File: src/rtl/wc_pkg.sv
package wc_pkg;
    localparam int INSTR_W = 25;
    localparam int REG_AW  = 3;
    localparam int OFF_W   = 16;

    typedef enum logic [2:0] {
        OP_ADD  = 3'b000,
        OP_NAND = 3'b001,
        OP_LW   = 3'b010,
        OP_SW   = 3'b011,
        OP_BEQ  = 3'b100,
        OP_JALR = 3'b101,
        OP_HALT = 3'b110,
        OP_NOOP = 3'b111
    } op_e;

    typedef enum logic {
        ST_RUN  = 1'b0,
        ST_STOP = 1'b1
    } core_state_e;

    typedef struct packed {
        op_e               op;
        logic [REG_AW-1:0] ra;
        logic [REG_AW-1:0] rb;
        logic [REG_AW-1:0] rd;
        logic [OFF_W-1:0]  off;
    } dec_t;
endpackage

File: src/rtl/wc_decode.sv
module wc_decode
    import wc_pkg::*;
(
    input  logic [INSTR_W-1:0] instr,
    output dec_t               dec
);
    // Field positions are fixed by the instruction encoding.
    always_comb begin
        dec.op  = op_e'(instr[24:22]);
        dec.ra  = instr[21:19];
        dec.rb  = instr[18:16];
        dec.rd  = instr[2:0];
        dec.off = instr[15:0];
    end
endmodule

File: src/rtl/wc_regfile.sv
module wc_regfile #(
    parameter int XLEN   = 32,
    parameter int REG_AW = 3
) (
    input  logic              clk,
    input  logic              rst,
    input  logic              we,
    input  logic [REG_AW-1:0] waddr,
    input  logic [XLEN-1:0]   wdata,
    input  logic [REG_AW-1:0] raddr_a,
    input  logic [REG_AW-1:0] raddr_b,
    output logic [XLEN-1:0]   rdata_a,
    output logic [XLEN-1:0]   rdata_b
);
    localparam int NREG = 1 << REG_AW;

    logic [XLEN-1:0] regs [NREG];

    for (genvar i = 0; i < NREG; i++) begin : g_reg
        always_ff @(posedge clk) begin
            if (rst) begin
                regs[i] <= '0;
            end else if (we && waddr == REG_AW'(i)) begin
                regs[i] <= wdata;
            end
        end
    end

    assign rdata_a = regs[raddr_a];
    assign rdata_b = regs[raddr_b];
endmodule

File: src/rtl/wc_alu.sv
module wc_alu
    import wc_pkg::*;
#(
    parameter int XLEN = 32
) (
    input  op_e             op,
    input  logic [XLEN-1:0] a,
    input  logic [XLEN-1:0] b,
    input  logic [XLEN-1:0] imm,
    output logic [XLEN-1:0] res,
    output logic            eq
);
    always_comb begin
        unique case (op)
            OP_ADD:  res = a + b;
            OP_NAND: res = ~(a & b);
            default: res = a + imm;
        endcase
    end

    assign eq = (a == b);
endmodule

File: src/rtl/wc_seq.sv
module wc_seq
    import wc_pkg::*;
#(
    parameter int XLEN = 32
) (
    input  logic            clk,
    input  logic            rst,
    input  op_e             op,
    input  logic            eq,
    input  logic [XLEN-1:0] imm,
    input  logic [XLEN-1:0] rega,
    output logic [XLEN-1:0] pc,
    output logic [XLEN-1:0] pc_inc,
    output logic            running,
    output logic            halted
);
    core_state_e state, state_nxt;
    logic [XLEN-1:0] pc_nxt;

    // State register
    always_ff @(posedge clk) begin
        if (rst) state <= ST_RUN;
        else     state <= state_nxt;
    end

    always_comb begin
        state_nxt = state;
        unique case (state)
            ST_RUN:  if (op == OP_HALT) state_nxt = ST_STOP;
            ST_STOP: state_nxt = ST_STOP;
            default: state_nxt = ST_RUN;
        endcase
    end

    // Outputs of the controller
    always_comb begin
        running = 1'b0;
        halted  = 1'b0;
        unique case (state)
            ST_RUN:  running = 1'b1;
            ST_STOP: halted  = 1'b1;
            default: running = 1'b0;
        endcase
    end

    assign pc_inc = pc + XLEN'(1);

    always_comb begin
        unique case (op)
            OP_BEQ:  pc_nxt = eq ? pc_inc + imm : pc_inc;
            OP_JALR: pc_nxt = rega;
            OP_HALT: pc_nxt = pc;
            default: pc_nxt = pc_inc;
        endcase
    end

    always_ff @(posedge clk) begin
        if (rst)          pc <= '0;
        else if (running) pc <= pc_nxt;
    end

    assert_halt_sticky_R9: assert property (@(posedge clk) disable iff (rst)
        halted |=> halted);
    assert_pc_frozen_R9: assert property (@(posedge clk) disable iff (rst)
        halted |=> $stable(pc));
    assert_halt_entry_R9: assert property (@(posedge clk) disable iff (rst)
        (running && op == OP_HALT) |=> (halted && pc == $past(pc)));
    assert_step_R8: assert property (@(posedge clk) disable iff (rst)
        (running && (op == OP_ADD || op == OP_NAND || op == OP_LW ||
                     op == OP_SW || op == OP_NOOP))
        |=> pc == $past(pc) + XLEN'(1));
    assert_branch_R6: assert property (@(posedge clk) disable iff (rst)
        (running && op == OP_BEQ && eq) |=> pc == $past(pc) + XLEN'(1) + $past(imm));
    assert_fallthru_R6: assert property (@(posedge clk) disable iff (rst)
        (running && op == OP_BEQ && !eq) |=> pc == $past(pc) + XLEN'(1));
    assert_jump_R7: assert property (@(posedge clk) disable iff (rst)
        (running && op == OP_JALR) |=> pc == $past(rega));
endmodule

File: src/rtl/wordcore_cpu.sv
module wordcore_cpu
    import wc_pkg::*;
#(
    parameter int XLEN    = 32,
    parameter int IMEM_AW = 8,
    parameter int DMEM_AW = 8
) (
    input  logic               clk,
    input  logic               rst,
    output logic [IMEM_AW-1:0] imem_addr,
    input  logic [INSTR_W-1:0] imem_data,
    output logic [DMEM_AW-1:0] dmem_addr,
    input  logic [XLEN-1:0]    dmem_rdata,
    output logic [XLEN-1:0]    dmem_wdata,
    output logic               dmem_we,
    output logic               halted
);
    dec_t              dec;
    logic [XLEN-1:0]   imm;
    logic [XLEN-1:0]   rega, regb, alu_res;
    logic              eq;
    logic [XLEN-1:0]   pc, pc_inc;
    logic              running;
    logic              rf_we;
    logic [REG_AW-1:0] rf_wa;
    logic [XLEN-1:0]   rf_wd;

    wc_decode u_dec (
        .instr (imem_data),
        .dec   (dec)
    );

    assign imm = {{(XLEN-OFF_W){dec.off[OFF_W-1]}}, dec.off};

    wc_regfile #(.XLEN(XLEN), .REG_AW(REG_AW)) u_rf (
        .clk     (clk),
        .rst     (rst),
        .we      (rf_we),
        .waddr   (rf_wa),
        .wdata   (rf_wd),
        .raddr_a (dec.ra),
        .raddr_b (dec.rb),
        .rdata_a (rega),
        .rdata_b (regb)
    );

    wc_alu #(.XLEN(XLEN)) u_alu (
        .op  (dec.op),
        .a   (rega),
        .b   (regb),
        .imm (imm),
        .res (alu_res),
        .eq  (eq)
    );

    wc_seq #(.XLEN(XLEN)) u_seq (
        .clk     (clk),
        .rst     (rst),
        .op      (dec.op),
        .eq      (eq),
        .imm     (imm),
        .rega    (rega),
        .pc      (pc),
        .pc_inc  (pc_inc),
        .running (running),
        .halted  (halted)
    );

    // Write-back selection
    always_comb begin
        rf_we = 1'b0;
        rf_wa = dec.rd;
        rf_wd = alu_res;
        if (running) begin
            unique case (dec.op)
                OP_ADD, OP_NAND: rf_we = 1'b1;
                OP_LW: begin
                    rf_we = 1'b1;
                    rf_wa = dec.rb;
                    rf_wd = dmem_rdata;
                end
                OP_JALR: begin
                    rf_we = 1'b1;
                    rf_wa = dec.rb;
                    rf_wd = pc_inc;
                end
                default: rf_we = 1'b0;
            endcase
        end
    end

    assign imem_addr  = pc[IMEM_AW-1:0];
    assign dmem_addr  = alu_res[DMEM_AW-1:0];
    assign dmem_wdata = regb;
    assign dmem_we    = running && (dec.op == OP_SW);

    assert_no_store_stopped_R9: assert property (@(posedge clk) disable iff (rst)
        halted |-> !dmem_we);
    assert_store_only_sw_R5: assert property (@(posedge clk) disable iff (rst)
        dmem_we |-> (dec.op == OP_SW));
    assert_no_wb_stopped_R9: assert property (@(posedge clk) disable iff (rst)
        halted |-> !rf_we);
endmodule

File: config.mk
export PLATFORM = sky130hd
export DESIGN_NAME = wordcore_cpu
export DESIGN_NICKNAME = d
export VERILOG_FILES = /design/src/rtl/wc_pkg.sv /design/src/rtl/wc_decode.sv /design/src/rtl/wc_regfile.sv /design/src/rtl/wc_alu.sv /design/src/rtl/wc_seq.sv /design/src/rtl/wordcore_cpu.sv
export SDC_FILE = /design/constraint.sdc
export NUM_CORES = 1
export LEC_CHECK = 0
export BUFFER_PORTS_ARGS = -buffer_cell sky130_fd_sc_hd__buf_2
export CAP_MARGIN = 20
export CORE_ASPECT_RATIO = 1.75
export CORE_MARGIN = 10
export CORE_UTILIZATION = 60
export CTS_CLUSTER_SIZE = 20
export DETAILED_ROUTE_END_ITERATION = 7
export PLACE_DENSITY = 0.84
export SLEW_MARGIN = 0
export SYNTH_ARGS = -nofsm -noshare
export SYNTH_HDL_FRONTEND = slang
export SYNTH_HIERARCHICAL = 1
export SYNTH_SLANG_ARGS = --single-unit
File: constraint.sdc
create_clock -name clk -period 5.1 [get_ports clk]
set_clock_uncertainty 0.15 [all_clocks]
set_input_delay 0.255 -clock clk [delete_from_list [all_inputs] [get_ports clk]]
set_output_delay 0.255 -clock clk [all_outputs]
set_load 0.01 [all_outputs]
* After elaboration in Yosys (flattened, before gate mapping)
Memory sizes are Yosys's and may differ from the RTL's. Index checks and enable logic that the tools add are counted.
Word-level totals: bits in registers 33, memory bits (writable) 256, input port bits 59, output and inout bits 50, word-level logic and storage cells 94, memories 1
Memory list:
- u_rf.regs | depth 8, bits a word 32, read ports 2, clocked after Yosys merged registers in 0, wr ports 8, RTL line wc_regfile.sv:17 | logic [XLEN-1:0] regs [NREG];
Cells by class: add/subtract/negate cells 4, equal/unequal tests 14, muxes and demuxes 47, bitwise gates (word level) 12, reduce and logical (&&, ||, !) cells 14
Operators by type and width (number):
- $mux W32 | 10
- $pmux W32 S2 | 2
- $add A32 B32 Y32 | 3
- $pmux W32 S3 | 1
- $add A32 B1 Y32 const B | 1
- $and A32 B32 Y32 | 1
- $eq A32 B32 Y1 | 1
- $not A32 Y32 | 1
- $mux W1 | 31
- $eq A3 B3 Y1 const B | 7
- $eq A3 B2 Y1 const B | 4
- $logic_and A1 B1 Y1 | 9
- $or A1 B1 Y1 | 8
- $eq A3 B1 Y1 const B | 2
- $logic_not A3 Y1 | 2
- $mux W3 | 2
- $reduce_or A4 Y1 | 1
- $not A1 Y1 | 2
- $pmux W1 S2 | 1
- $reduce_and A2 Y1 | 1
- $reduce_or A2 Y1 | 1

* Logic depth before layout (Yosys ltp)
depth after elaboration 10, depth in mapped cells 20, mapped depth without buffers 17

* Cells and area by module
Netlist, hierarchy kept.
Modules (own cells, without submodules):
- wc_regfile | instances 1, cells each 844, area an instance 13590.5 µm², sequential area each 7687.4 µm²
- wc_seq | instances 1, cells each 555, area an instance 4181.5 µm², sequential area each 660.6 µm²
- wc_alu | instances 1, cells each 426, area an instance 3154.3 µm², sequential area each 0.0 µm²
- wordcore_cpu | instances 1, cells each 118, area an instance 693.2 µm², sequential area each 0.0 µm²
- wc_decode | instances 1, cells each 28, area an instance 210.2 µm², sequential area each 0.0 µm²

* Worst setup path after synthesis
Ideal clock, no wire load.
path kind in2reg, start point in imem_data[16], end point mem u_rf.regs[1][30], data pin, setup time 0.268 ns, data arrival time 4.108 ns, data required time 4.682 ns, setup slack 0.573 ns, cell stages on the path 18, buffers on the path 3, cell sequence buf_4 -> buf_6 -> buf_6 -> mux4_1 -> mux2_2 -> mux2_2 -> ha_1 -> and3_4 -> a221o_1 -> a211o_1 -> a21oi_2 -> o21ai_2 -> and3_1 -> or4_1 -> inv_1 -> o21ai_1 -> clkinv_1 -> nor3_1
RTL lines:
- start: declaration | RTL line wordcore_cpu.sv:11 | input logic [INSTR_W-1:0] imem_data,
- end: declaration | RTL line wc_regfile.sv:17

==> flow_metrics.py <==
metrics = {
    "min_path": {
        "hold_class": "input pin to flop",
    },
    "synthesis": {
        "ys_warn_count": 6,
        "synth_area_leaders": "edfxtp_1 (35%), mux4_1 (9.6%), nor3_1 (6.5%)",
        "synth_common_cells": "nor3_1 (284), edfxtp_1 (256), ha_1 (104)",
        "synth.avg_cell_area_um2": 11.1,
        "synth_edf_count": 256,
        "ys_types": 89,
        "ys_ff_latch": 289,
        "synth_most_common_cell": "nor3_1",
        "syn_inst": 1971,
        "ys.flop_type": "edfxtp_1",
        "synth_top_area_share": 0.352,
        "synthArstFlopShare": 0,
        "netlist_area_mm2": 0.0218,
        "syn_nets": 2136,
        "yosysSeqAreaShare": 0.382,
        "synth_area_leader_cell": "edfxtp_1",
    },
    "timing": {
        "worstMarginPinSlew_ns": 1.06,
        "rsz0062_at_grt": "false",
        "finalHoldViolCount": 0,
        "hold-worst-slack_ns": 0.0910,
        "timing.final.ws_setup_ns": 0.0584,
        "post-route-period-util": 0.989,
        "finalCriticalPeriod_ns": 5.04,
        "max_freq_ghz": 0.198,
        "max_slew_margin": 0.296,
        "slew_violations": 0,
        "setup_viol": 0,
    },
    "critical_path": {
        "crit_path_max_fanout": 38,
        "crit_cells": 18,
        "critical_path_class": "input pin to flop",
        "slowest_delay_ns": 0.79,
        "cp_slowest_cell": "a2111oi_1",
        "reg2regPathDepth": 15,
        "worstPathRequired_ns": 5.30,
        "crit_path_start_kind": "input pin",
        "r2r_end": "u_rf/regs[1][27]",
        "critPathTopFamily": "multiplexers",
        "path_cells": "buf_4 > buf_12 > buf_4 > mux4_1 > mux2_2 > mux2_2 > ha_1 > nand3_1 > nor2_1 > nand2_1 > a2111oi_1 > nor3_1 > xor2_1 > mux2i_1 > inv_1 > o21ai_1 > clkinv_1 > nor3_1",
        "worst-path-buf-inv": 5,
        "reg2reg_slack_ns": 0.09,
        "crit_start": "imem_data[16]",
        "worstSetupEndpointType": "flop",
        "worstPathArrival_ns": 5.24,
        "r2r-start": "u_rf/regs[3][7]",
        "endpoint": "u_rf/regs[1][27]",
    },
    "pwr": {
        "total_power_uw": 7220,
        "irDropWorstVdd_uv": 262,
        "leakagePower_uw": 0.00945,
        "power_density_mw_per_mm2": 304,
    },
    "detailed_routing": {
        "via_count": 18200,
        "drc": 1,
        "first_iter_violations": 1960,
        "wl_per_cell_um": 28.3,
        "avgViaCountPerCell": 7.26,
        "routed_wl_mm": 71.1,
        "drtAntennaViolNets": 0,
        "dr.pass1.iters": 8,
    },
    "place": {
        "dp_hpwl_mm": 50.6,
        "place_congestion": 0.990,
        "pre_cts_ws_ns": -0.498,
        "port_buffers": 108,
    },
    "die": {
        "die-area_mm2": 0.0447,
        "start_util": 0.606,
        "design.portCount": 109,
        "die_w_um": 164,
        "core_mm2": 0.0360,
        "rows": 92,
        "die_h_um": 272,
    },
    "global_routing": {
        "grt_max_degree": 97,
        "grt_pass1_wl_mm": 108,
        "overflow": 0,
        "track_usage": 0.310,
        "antenna_found_initial": 0,
        "grt_pass1_vias": 18200,
    },
    "clocking": {
        "hold_buffers": 0,
        "cts_tree": "done",
        "path_clk_slew_ns": 0.07,
        "clock_latency_ns": 0.58,
        "cts_sinks": 289,
        "cts-root-buf": "clkbuf_16",
        "cts_buffers": 27,
        "cts_buffer_depth": 3,
        "cts_max_level": 1,
    },
    "layout": {
        "synthToLayoutAreaGrowth_pct": 8.64,
        "fin_nets": 2185,
        "fill_cells": 2647,
        "fin_util": 0.658,
        "drive_above_1_share": 0.208,
        "n_antenna_cell": 0,
    },
    "run_status": {
        "status": "finished, violations left",
        "violations": "design-rule violations",
    },
    "job": {
        "cap_violations": 0,
    },
}
## per-stage QoR
stage,TNS (ns),cells,cell area [µm²]
detailed placement,-3.77,2461,22900
finish,0,2511,23700
global route,0,2511,23700
global placement,-3.12,2461,22900
floorplan,0,1971,21800
CTS,0,2511,23700
## layer usage
metal | track usage | wire length [µm] | vias to the layer above
li1 | - | - | 7825
met1 | 0.353 | 24000 | 8776
met2 | 0.536 | 36000 | 1304
met3 | 0.0479 | 6260 | 313
met4 | 0.185 | 4830 | 0
met5 | 0 | 0 | -
## flip-flops by register name, summed over array words and instances, names as in the netlist
name	count
u_rf/regs	256
u_seq/state	1
u_seq/pc	32
## layout make-up
cell class              instances  area [µm²]  share of cell area
multi-input cells            1425       12300               0.520
well taps                     470         588              0.0248
repair buffers                193        1300              0.0547
inverters                      84         315              0.0133
flip-flops and latches        289        8350               0.352
clock inverters                21         159             0.00670
clock buffers                  29         683              0.0288
## power by group
group	total [µW]	switching [µW]	leakage [µW]	internal (µW)
Sequential	2840	100	0.00294	2740
Combinational	2420	1520	0.00610	900
Clock	1960	924	0.000409	1030
## what timing repair did
action                                  in CTS  in global routing
endpoints found under the setup margin       1                  8
gates resized for setup                      1                  2
buffers inserted                             0                  0
## kinds of logic after synthesis
logic type	after synthesis	synth area share
AO/OA/AOI/OAI	382	0.121
adder cells (fa/ha/maj)	106	0.0614
XOR/XNOR	69	0.0277
buffers and inverters	257	0.0590
multiplexers	248	0.207
AND/OR/NAND/NOR	620	0.141
flip-flops	289	0.382
## cell usage in the layout, fill, tap and decap left out, types with 10 or more instances in the layout
cell type / instances
xnor2_1: 39
buf_2: 106
ha_1: 104
xor2_1: 30
clkbuf_16: 27
mux4_1: 80
mux4_2: 48
a22oi_1: 33
mux2i_1: 22
a31oi_1: 11
nand3_1: 38
dfxtp_1: 33
nor2_1: 100
mux2_2: 93
o21ai_1: 35
a211oi_1: 22
nand2_1: 86
nor3_1: 283
nand4_1: 14
o21a_1: 10
a21oi_1: 73
nor4_1: 13
a211o_1: 12
and3_1: 19
a221o_1: 15
edfxtp_1: 256
inv_1: 52
a21o_1: 32
clkinv_1: 37
buf_4: 78
o21ai_0: 44
a221oi_1: 14
## tightest hold or removal path, cell delays in order
cell and delay [ns]:
buf_2 0.10, buf_4 0.23, a211o_1 0.12, a211oi_1 0.06
## worst min-delay path by stage
stage | slack, ns | cells after the start | startpoint | to
after detailed placement | 0.36 | 2 | u_seq/pc[10] | u_seq/pc[10]
final | 0.09 | 4 | imem_data[22] | u_seq/pc[8]
after CTS | 0.07 | 4 | imem_data[22] | u_seq/pc[8]
after global routing | 0.12 | 4 | imem_data[22] | u_seq/pc[8]
after global placement | 0.35 | 2 | u_seq/pc[10] | u_seq/pc[10]
after floorplan | 0.34 | 2 | u_seq/pc[13] | u_seq/pc[13]
Power figures use the tool's default switching activity.
